`src/rtl/ecc_pkg.sv`:
```
package ecc_pkg;
  localparam int DATA_W  = 64;
  localparam int HAM_W   = 7;
  localparam int CHK_W   = HAM_W + 1;
  localparam int CW_LAST = DATA_W + HAM_W;   // highest Hamming position

  // Codeword position (1..CW_LAST) that carries data bit k.
  function automatic logic [HAM_W-1:0] data_pos(input int k);
    logic [HAM_W-1:0] found;
    int n;
    found = '0;
    n = 0;
    for (int p = 1; p <= CW_LAST; p++) begin
      if ((p & (p - 1)) != 0) begin
        if (n == k) found = p[HAM_W-1:0];
        n++;
      end
    end
    return found;
  endfunction

  // XOR of the positions of all set data bits.
  function automatic logic [HAM_W-1:0] ham_bits(input logic [DATA_W-1:0] d);
    logic [HAM_W-1:0] h;
    int k;
    h = '0;
    k = 0;
    for (int p = 1; p <= CW_LAST; p++) begin
      if ((p & (p - 1)) != 0) begin
        if (d[k]) h ^= p[HAM_W-1:0];
        k++;
      end
    end
    return h;
  endfunction

  function automatic logic [CHK_W-1:0] encode(input logic [DATA_W-1:0] d);
    logic [HAM_W-1:0] h;
    h = ham_bits(d);
    return {^{d, h}, h};
  endfunction

  function automatic logic [HAM_W-1:0] syndrome(input logic [DATA_W-1:0] d,
                                                input logic [CHK_W-1:0]  c);
    return ham_bits(d) ^ c[HAM_W-1:0];
  endfunction

  // 1 when the 72 stored bits have odd parity (an odd number of flips).
  function automatic logic parity_odd(input logic [DATA_W-1:0] d,
                                      input logic [CHK_W-1:0]  c);
    return ^{d, c};
  endfunction
endpackage

```
`src/rtl/ecc_encoder.sv`:
```
module ecc_encoder #(
  parameter int DW = ecc_pkg::DATA_W,
  parameter int CW = ecc_pkg::CHK_W
) (
  input  logic [DW-1:0] data_i,
  output logic [CW-1:0] check_o
);
  always_comb check_o = ecc_pkg::encode(data_i);
endmodule

```
`src/rtl/ecc_decoder.sv`:
```
module ecc_decoder #(
  parameter int DW = ecc_pkg::DATA_W,
  parameter int HW = ecc_pkg::HAM_W,
  parameter int CW = ecc_pkg::CHK_W
) (
  input  logic [DW-1:0] data_i,
  input  logic [CW-1:0] check_i,
  output logic [HW-1:0] syn_o,
  output logic          odd_o,
  output logic          is_clean_o,
  output logic          is_single_o,
  output logic          is_unc_o,
  output logic [DW-1:0] fixed_o
);
  localparam logic [HW-1:0] LAST_POS = HW'(ecc_pkg::CW_LAST);

  logic [DW-1:0] flip;
  logic          syn_zero;
  logic          syn_beyond;

  always_comb begin
    syn_o      = ecc_pkg::syndrome(data_i, check_i);
    odd_o      = ecc_pkg::parity_odd(data_i, check_i);
    syn_zero   = (syn_o == '0);
    syn_beyond = (syn_o > LAST_POS);
  end

  // Outcome classes: exactly one holds.
  always_comb begin
    is_clean_o  = syn_zero && !odd_o;
    is_single_o = odd_o && !syn_beyond;
    is_unc_o    = (!syn_zero && !odd_o) || (odd_o && syn_beyond);
  end

  // One comparator per data bit against its fixed codeword position.
  for (genvar k = 0; k < DW; k++) begin : g_fix
    localparam logic [HW-1:0] POS = ecc_pkg::data_pos(k);
    assign flip[k] = is_single_o && (syn_o == POS);
  end

  assign fixed_o = data_i ^ flip;
endmodule

```
`src/rtl/ecc_read_stage.sv`:
```
module ecc_read_stage #(
  parameter int DW = ecc_pkg::DATA_W,
  parameter int HW = ecc_pkg::HAM_W
) (
  input  logic          clk,
  input  logic          rst_n,
  input  logic          rd_valid,
  input  logic          rd_dirty,
  input  logic [DW-1:0] rd_data,
  input  logic [HW-1:0] syn,
  input  logic          is_clean,
  input  logic          is_single,
  input  logic          is_unc,
  input  logic [DW-1:0] fixed,
  output logic          o_valid,
  output logic [DW-1:0] o_data,
  output logic          o_deliver,
  output logic          o_corrected,
  output logic          o_force_miss,
  output logic          o_fatal
);
  // Named events for the registers and the assertions.
  logic ev_deliver, ev_fix, ev_miss, ev_fatal;
  assign ev_deliver = rd_valid && !is_unc;
  assign ev_fix     = rd_valid && is_single;
  assign ev_miss    = rd_valid && is_unc && !rd_dirty;
  assign ev_fatal   = rd_valid && is_unc && rd_dirty;

  always_ff @(posedge clk or negedge rst_n) begin
    if (!rst_n) begin
      o_valid      <= 1'b0;
      o_data       <= '0;
      o_deliver    <= 1'b0;
      o_corrected  <= 1'b0;
      o_force_miss <= 1'b0;
      o_fatal      <= 1'b0;
    end else begin
      o_valid      <= rd_valid;
      o_data       <= ev_deliver ? fixed : '0;
      o_deliver    <= ev_deliver;
      o_corrected  <= ev_fix;
      o_force_miss <= ev_miss;
      o_fatal      <= o_fatal || ev_fatal;
    end
  end

  // latency and idle behaviour
  a_r7_valid_follows: assert property (@(posedge clk) disable iff (!rst_n)
    rd_valid |=> o_valid);
  a_r7_idle_quiet: assert property (@(posedge clk) disable iff (!rst_n)
    !rd_valid |=> (!o_valid && !o_deliver && !o_corrected && !o_force_miss));
  // an error-free word passes unchanged
  a_r2_clean_exact: assert property (@(posedge clk) disable iff (!rst_n)
    (rd_valid && is_clean) |=> (o_deliver && !o_corrected && o_data == $past(rd_data)));
  // a repair whose syndrome names a check position leaves the data alone
  a_r4_check_fix_keeps_data: assert property (@(posedge clk) disable iff (!rst_n)
    (rd_valid && is_single && $countones(syn) <= 1) |=> (o_data == $past(rd_data)));
  // a forced miss never carries data
  a_r5_miss_blank: assert property (@(posedge clk) disable iff (!rst_n)
    o_force_miss |-> (!o_deliver && o_data == '0));
  // dirty lines never miss; the fatal flag holds
  a_r6_dirty_no_miss: assert property (@(posedge clk) disable iff (!rst_n)
    (rd_valid && rd_dirty) |=> !o_force_miss);
  a_r6_fatal_sticky: assert property (@(posedge clk) disable iff (!rst_n)
    o_fatal |=> o_fatal);
  // the three outcome classes exclude each other
  a_r9_one_outcome: assert property (@(posedge clk) disable iff (!rst_n)
    rd_valid |-> $onehot({is_clean, is_single, is_unc}));
endmodule

```
`src/rtl/ecc_line_guard.sv`:
```
module ecc_line_guard #(
  parameter int DW = ecc_pkg::DATA_W,
  parameter int HW = ecc_pkg::HAM_W,
  parameter int CW = ecc_pkg::CHK_W
) (
  input  logic          clk,
  input  logic          rst_n,
  input  logic [DW-1:0] wr_data,
  output logic [CW-1:0] wr_check,
  input  logic          rd_valid,
  input  logic [DW-1:0] rd_data,
  input  logic [CW-1:0] rd_check,
  input  logic          rd_dirty,
  output logic          o_valid,
  output logic [DW-1:0] o_data,
  output logic          o_deliver,
  output logic          o_corrected,
  output logic          o_force_miss,
  output logic          o_fatal
);
  logic [HW-1:0] dec_syn;
  logic          dec_odd, dec_clean, dec_single, dec_unc;
  logic [DW-1:0] dec_fixed;

  ecc_encoder #(.DW(DW), .CW(CW)) u_enc (
    .data_i (wr_data),
    .check_o(wr_check)
  );

  ecc_decoder #(.DW(DW), .HW(HW), .CW(CW)) u_dec (
    .data_i     (rd_data),
    .check_i    (rd_check),
    .syn_o      (dec_syn),
    .odd_o      (dec_odd),
    .is_clean_o (dec_clean),
    .is_single_o(dec_single),
    .is_unc_o   (dec_unc),
    .fixed_o    (dec_fixed)
  );

  ecc_read_stage #(.DW(DW), .HW(HW)) u_out (
    .clk         (clk),
    .rst_n       (rst_n),
    .rd_valid    (rd_valid),
    .rd_dirty    (rd_dirty),
    .rd_data     (rd_data),
    .syn         (dec_syn),
    .is_clean    (dec_clean),
    .is_single   (dec_single),
    .is_unc      (dec_unc),
    .fixed       (dec_fixed),
    .o_valid     (o_valid),
    .o_data      (o_data),
    .o_deliver   (o_deliver),
    .o_corrected (o_corrected),
    .o_force_miss(o_force_miss),
    .o_fatal     (o_fatal)
  );

  // every produced codeword decodes with zero syndrome and even parity
  a_r1_encode_roundtrip: assert property (@(posedge clk) disable iff (!rst_n)
    (ecc_pkg::syndrome(wr_data, wr_check) == '0) && !ecc_pkg::parity_odd(wr_data, wr_check));
  // odd parity with zero syndrome is a parity-bit repair, never unrepairable
  a_r9_parity_only_fixable: assert property (@(posedge clk) disable iff (!rst_n)
    (rd_valid && dec_odd && dec_syn == '0) |=> (o_deliver && o_corrected));
endmodule

```
`config.mk`:
```
export PLATFORM = sky130hd
export DESIGN_NAME = ecc_line_guard
export DESIGN_NICKNAME = d
export VERILOG_FILES = /design/src/rtl/ecc_pkg.sv /design/src/rtl/ecc_encoder.sv /design/src/rtl/ecc_decoder.sv /design/src/rtl/ecc_read_stage.sv /design/src/rtl/ecc_line_guard.sv
export SDC_FILE = /design/constraint.sdc
export NUM_CORES = 1
export LEC_CHECK = 0
export BUFFER_PORTS_ARGS = -buffer_cell sky130_fd_sc_hd__buf_2
export CAP_MARGIN = 20
export CORE_AREA = 2 2 131 133
export DETAILED_ROUTE_END_ITERATION = 6
export DIE_AREA = 0 0 133 135
export PLACE_DENSITY_LB_ADDON = 0.1
export REMOVE_ABC_BUFFERS = 1
export SLEW_MARGIN = 20
export SYNTH_ARGS = -nofsm -noshare
export SYNTH_HDL_FRONTEND = slang
export SYNTH_SLANG_ARGS = --single-unit
```
`constraint.sdc`:
```
create_clock -name clk -period 3.8 [get_ports clk]
set_clock_uncertainty 0.15 [all_clocks]
set_input_delay 0.76 -clock clk [delete_from_list [all_inputs] [get_ports clk]]
set_output_delay 0.76 -clock clk [all_outputs]
set_load 0.01 [all_outputs]
```
; ---- Yosys cells after proc, flatten, opt, wreduce, memory -nomap -nowiden
; Index checks and enable logic that the tools add are counted.
[totals]
ff_bits = 69
inputBits = 140
[op_classes]
order_cmp = 1
eq_ne = 64
n_mux = 129
bitwise_logic = 128
n_reduce_logical = 82
[op_table]
columns = operator, count
row1 = $mux W6, 62
row2 = $eq A7 B6 Y1 const B, 31
row3 = $mux W5, 30
row4 = $not A3 Y3, 46
row5 = $not A4 Y4, 32
row6 = $eq A7 B5 Y1 const B, 15
row7 = $mux W7, 14
row8 = $logic_and A1 B1 Y1, 72
row9 = $reduce_xor A72 Y1, 1
row10 = $reduce_xor A71 Y1, 1
row11 = $not A2 Y2, 34
row12 = $mux W64, 1
row13 = $xor A64 B64 Y64, 1
row14 = $not A5 Y5, 12
row15 = $mux W4, 14
row16 = $eq A7 B4 Y1 const B, 7
row17 = $eq A7 B7 Y1 const B, 7
row18 = $eq A7 B3 Y1 const B, 3
row19 = $mux W3, 6
row20 = $not A6 Y6, 2
row21 = $eq A7 B2 Y1 const B, 1
row22 = $gt A7 B7 Y1 const B, 1
row23 = $logic_not A7 Y1, 1
row24 = $xor A7 B7 Y7, 1
row25 = 3 further kinds, 9

; ---- Logic depth before layout (Yosys ltp)
[logic_depth]
depth_word = 135
ltp_mapped = 11

; ---- Modules after synthesis
; A second synthesis with hierarchy kept.
[hier_totals]
hier_cells = 570
hier_area_um2 = 6517.5
[modules_own_cells]
columns = module, instances, cells_per_inst, area_each_um2, seq_area_each_um2
row1 = ecc_decoder, 1, 306, 2653.8, 0.0
row2 = ecc_read_stage, 1, 151, 2426.1, 1726.7
row3 = ecc_encoder, 1, 113, 1437.6, 0.0

; ---- Worst setup path before layout
; No wires, ideal clock.
[synth_timing]
path_kind = input to register
from = input port rd_data[26]
to = register u_out.o_data[10]
setup_ns = 0.094
t_arrival_ns = 3.632
required_ns = 3.556
slack_ns = -0.076
path_stages = 11
n_path_buf = 3
cell_sequence = xor2_1 xnor3_1 xnor3_2 xnor2_2 and3_1 o21ai_1 or4_1 clkbuf_1 buf_6 buf_6 a221oi_2
[synth_via]
elab_chain_len = 76
word_cells_on_any_way = 89
cone_classes = order compare: 1 / eq/ne: 1 / mux: 39 / bitwise: 36 / reduce/logical: 12
[synth_rtl]
columns = item, line_no
row1 = start: declaration, ecc_line_guard.sv:11  ; input logic [DW-1:0] rd_data,
row2 = "parallel branches: the longest is 75 deep, another holds $mux W6", n/a
row3 = $mux W64 *, ecc_read_stage.sv:39  ; o_data <= ev_deliver ? fixed : '0;
row4 = end signal: assignment, ecc_read_stage.sv:39
row5 = end: declaration, ecc_read_stage.sv:16  ; output logic [DW-1:0] o_data,
; Every way passes the cells marked *.

; ---- Final worst setup path
[layout_timing]
from = input port wr_data[16]
to = output port wr_check[7]
[layout_via]
elab_chain_len = 74
word_cells_on_any_way = 92
cone_classes = mux: 48 / bitwise: 43 / reduce/logical: 1
[layout_rtl]
columns = item, line_no
row1 = start: declaration, ecc_line_guard.sv:8  ; input logic [DW-1:0] wr_data,
row2 = $mux W5, ecc_pkg.sv:30  ; if (d[k]) h ^= p[HAM_W-1:0];
row3 = $not A4 Y4 (no source line), n/a
row4 = $mux W5, ecc_pkg.sv:30
row5 = $mux W5 or $not A2 Y2 (tied branches), n/a
row6 = $mux W5, ecc_pkg.sv:30
row7 = $not A3 Y3 (no source line) or $mux W5 (tied branches), n/a
row8 = $mux W5, ecc_pkg.sv:30
row9 = $not A4 Y4 (no source line) or $not A3 Y3 (tied branches), n/a
row10 = (+58 left out), n/a
row11 = $mux W7, ecc_pkg.sv:30
row12 = $mux W7 or $not A3 Y3 (tied branches), n/a
row13 = $mux W7, ecc_pkg.sv:30
row14 = $not A3 Y3 (no source line) or $mux W7 (tied branches), n/a
row15 = $mux W7, ecc_pkg.sv:30
row16 = $not A4 Y4 (no source line) or $mux W7 (tied branches), n/a
row17 = $mux W7, ecc_pkg.sv:30
row18 = $reduce_xor A71 Y1 *, ecc_pkg.sv:40  ; return {^{d, h}, h};
row19 = end: declaration, ecc_line_guard.sv:9  ; output logic [CW-1:0] wr_check,
; Mark *: on every way between the ends. The rest lies on a longest branch, timed or not.

==> results.ini <==
[clocking]
max-clock-path-buffers = 2
htreeDepth = 3
tritoncts.num_buffers = 9
clock_root_buffer_master = clkbuf_16
cts.reportedPaths.clkPinSlew_ns = 0.06
clock-sinks = 69
clock_insertion_delay_worst_skew_ns = 0.34
tritoncts = yes

[logic_synthesis]
ys_types = 36
postSynth.topFlopCell = dfrtp_1
synth-edff-count = 0
synthTopCellsByCount = xnor2_1 (167), dfrtp_1 (69), o21ai_0 (47), or3_1 (46), xor2_1 (39)
synth_seq_cells = 69
postSynthCellCount = 592
count_leader_synth = xnor2_1
post_synth_main_area_contributors = dfrtp_1 (27%), xnor2_1 (23%), xnor3_1 (11%)
avgSynthCellArea_um2 = 11.0
asyncSetResetFlopFracSynth_pct = 100
ys_seq_area_share_pct = 26.6
yosys.area.top_type = dfrtp_1
synth_top_area_share_pct = 26.6
yosysWarningCount = 0
post_synth_instance_area_mm2 = 0.00648

[floorplan]
floorplan.core_area_mm2 = 0.0164
floorplan.initialDensity_pct = 39.5
num_rows = 47
floorplan.die.width_um = 133
design.die.area_mm2 = 0.0180
fp.dieH_um = 135
io-pin-count = 217

[route]
routed_wirelength_mm = 22.9
route.detailed.wl_per_inst_um = 19.0
detail_route.first_pass.iterations = 7
routed_via_density = 5.32
detail_route.drc_violations = 2
total_via_count_after_detailed_routing = 6414
dr.first_iter.drc_count = 341
drtAntennaViolNets = 0

[critical_path]
timing.critical_path.mode_cell = xnor2_1
setup.worst_path.start_class = input port
cp.buffers_inverters = 2
cp.required_ns = 2.89
worst_path_largest_cell_delay_ns = 0.41
critical_path_cell_count = 10
critPathKind = input port to primary output
critical_path_end_type = primary output
critical_path.cell_chain = buf_6 -> xnor3_2 -> xnor3_1 -> xor2_1 -> xnor2_1 -> xnor2_1 -> xnor2_1 -> xnor3_1 -> xor2_1 -> buf_2
crit_fanout = 2
worstPathArrival_ns = 3.00
crit-reg2reg-capture = u_out.o_fatal
slowest_stage = xnor3_2
worstReg2RegStart = u_out.o_fatal
rrSetupSlack_ns = 2.95
cpLargestDelayFamily = XOR/XNOR gates
reg2regPathDepth = 1

[finish]
nFillCells = 1401
final_net_count = 1121
syn_to_final_growth_pct = 53.3
diode_count = 0
drive_gt1_share_pct = 52.2

[sta]
timing.final.ws_setup_ns = -0.113
fmax_mhz = 256
slew-limit-headroom_pct = 49.9
final-hold-violation-count = 0
final.min_clock_period_ns = 3.91
setup-violations-final = 4
final.period_utilization_pct = 103
setup_repair_after_global_routing_missed_its_margin = yes
worst_slew_pin_slew_ns = 0.751
finalMaxSlewViolations = 0

[power_and_ir_drop]
power.static_leakage_nw = 4.52
share_comb_of_total_power_pct = 83.4
p_sw_share_pct = 46.8
clock_power_share_pct = 8.0
p_total_w = 0.0106
net-switching-power_w = 0.00496
pwr-share-seq_pct = 8.6
p_int_w = 0.00564
power_per_cell_area_mw_per_mm2 = 1070
peakVddDrop_mv = 1.11

[run_status]
failed_checks = DRC, setup timing
run_status = complete, but fails checks

[place]
dpl.hpwl_mm = 17.9
gp_congestion = 0.932
post_place_worst_slack_ns = -0.463
port_buffers = 216

[grt]
grt_remaining_overflow = 0
grt.total_usage_pct = 24.9
maximum_number_of_pins_on_one_net_before_global_route_repair = 42
grt_pass1_vias = 6443
grt_first_pass_wirelength_mm = 34.3
grt_antenna_before_repair = 1

[worst_hold_path]
hp-class = input port to async pin

[job]
timing.max_cap.violations = 0

-- final cells by class --
type	count	area, um2	area share (%)
clock buffers	12	246	2.48
clock inverters	4	47.5	0.478
inverters	1	3.75	0.0378
multi-input cells	489	5010	50.4
flip-flops and latches	69	1730	17.4
well taps	220	275	2.77
repair buffers	411	2630	26.4
-- per-layer routing --
layer	global-route usage, %	part of all wire [%]
met1	30.4	40
met2	44.4	52
met3	4.09	5.4
met4	8.84	2.5
met5	0	0.070
-- power by group through the flow --
stage	clock, W	sequential (W)	combinational, W
after floorplan	0	0.00109	0.00325
after global placement	0	0.000925	0.00726
after detailed placement	0	0.000924	0.00738
after CTS	0.000860	0.000913	0.00758
after global routing	0.000885	0.000920	0.00938
final	0.000850	0.000912	0.00884
-- stage by stage --
| step | TNS, ns | util, % | instance area [um2] | cells | hold WS, ns |
|---|---|---|---|---|---|
| after floorplan | -178.78 | - | 6320 | 558 | 0.314 |
| after global placement | -25.41 | 55.1 | 9040 | 1168 | 0.299 |
| after detailed placement | -26.55 | 55.1 | 9040 | 1168 | 0.331 |
| after CTS | -0.0632 | 57.6 | 9450 | 1188 | 0.343 |
| after global routing | -2.21 | 60.6 | 9940 | 1206 | 0.376 |
| final | -0.225 | 60.6 | 9940 | 1206 | 0.332 |
-- logic make-up (layout without fill, tap and decap cells) --
logic type / count (synthesis) / in the layout / synth area share [%]
xor+xnor: 248 / 249 / 42.5
compound gates: 138 / 138 / 18.3
simple gates: 100 / 100 / 9.69
flops: 69 / 69 / 26.6
buf+inv: 35 / 428 / 2.62
mux: 2 / 2 / 0.309
-- cell usage in the layout (no fill, tap or decap), drive strengths merged --
cell type,n
nor3,4
xor3,7
o31ai,18
xor2,39
o21a,1
clkinv,2
mux2i,2
o21ai,49
o211ai,2
or3,46
xnor2,171
clkbuf,12
dfrtp,69
bufinv,1
a41o,1
clkinvlp,1
nand4,9
buf,411
xnor3,32
nand2,7
and3,3
a21oi,1
o2111ai,2
nor3b,1
nor2,2
nand3,8
a221oi,64
inv,1
and4b,1
or4,19
-- what timing repair did --
item                                    4_1_cts  5_1_grt
resized for setup                            14       54
endpoints found under the setup margin       65       65
endpoints found under the hold margin         0        0
cloned                                        0        3
pin swaps                                     6       25
buffers inserted                              4       16
hold buffers                                  0        0
-- state kept, by name, indices dropped and copies added (netlist names) --
| name | cells |
|---|---|
| u_out.o_deliver | 1 |
| u_out.o_fatal | 1 |
| u_out.o_force_miss | 1 |
| u_out.o_corrected | 1 |
| u_out.o_valid | 1 |
| u_out.o_data | 64 |
-- worst max path at each step --
| stage | startpoint | to | slack [ns] |
|---|---|---|---|
| floorplan | rd_data[26] | u_out.o_data[19] | -2.72 |
| global placement | rd_data[5] | u_out.o_data[49] | -0.43 |
| detailed placement | rd_data[5] | u_out.o_data[49] | -0.46 |
| CTS | wr_data[51] | wr_check[7] | -0.05 |
| global route | wr_data[16] | wr_check[7] | -0.23 |
| finish | wr_data[16] | wr_check[7] | -0.11 |
No activity file was read; power rests on OpenSTA's default activity.
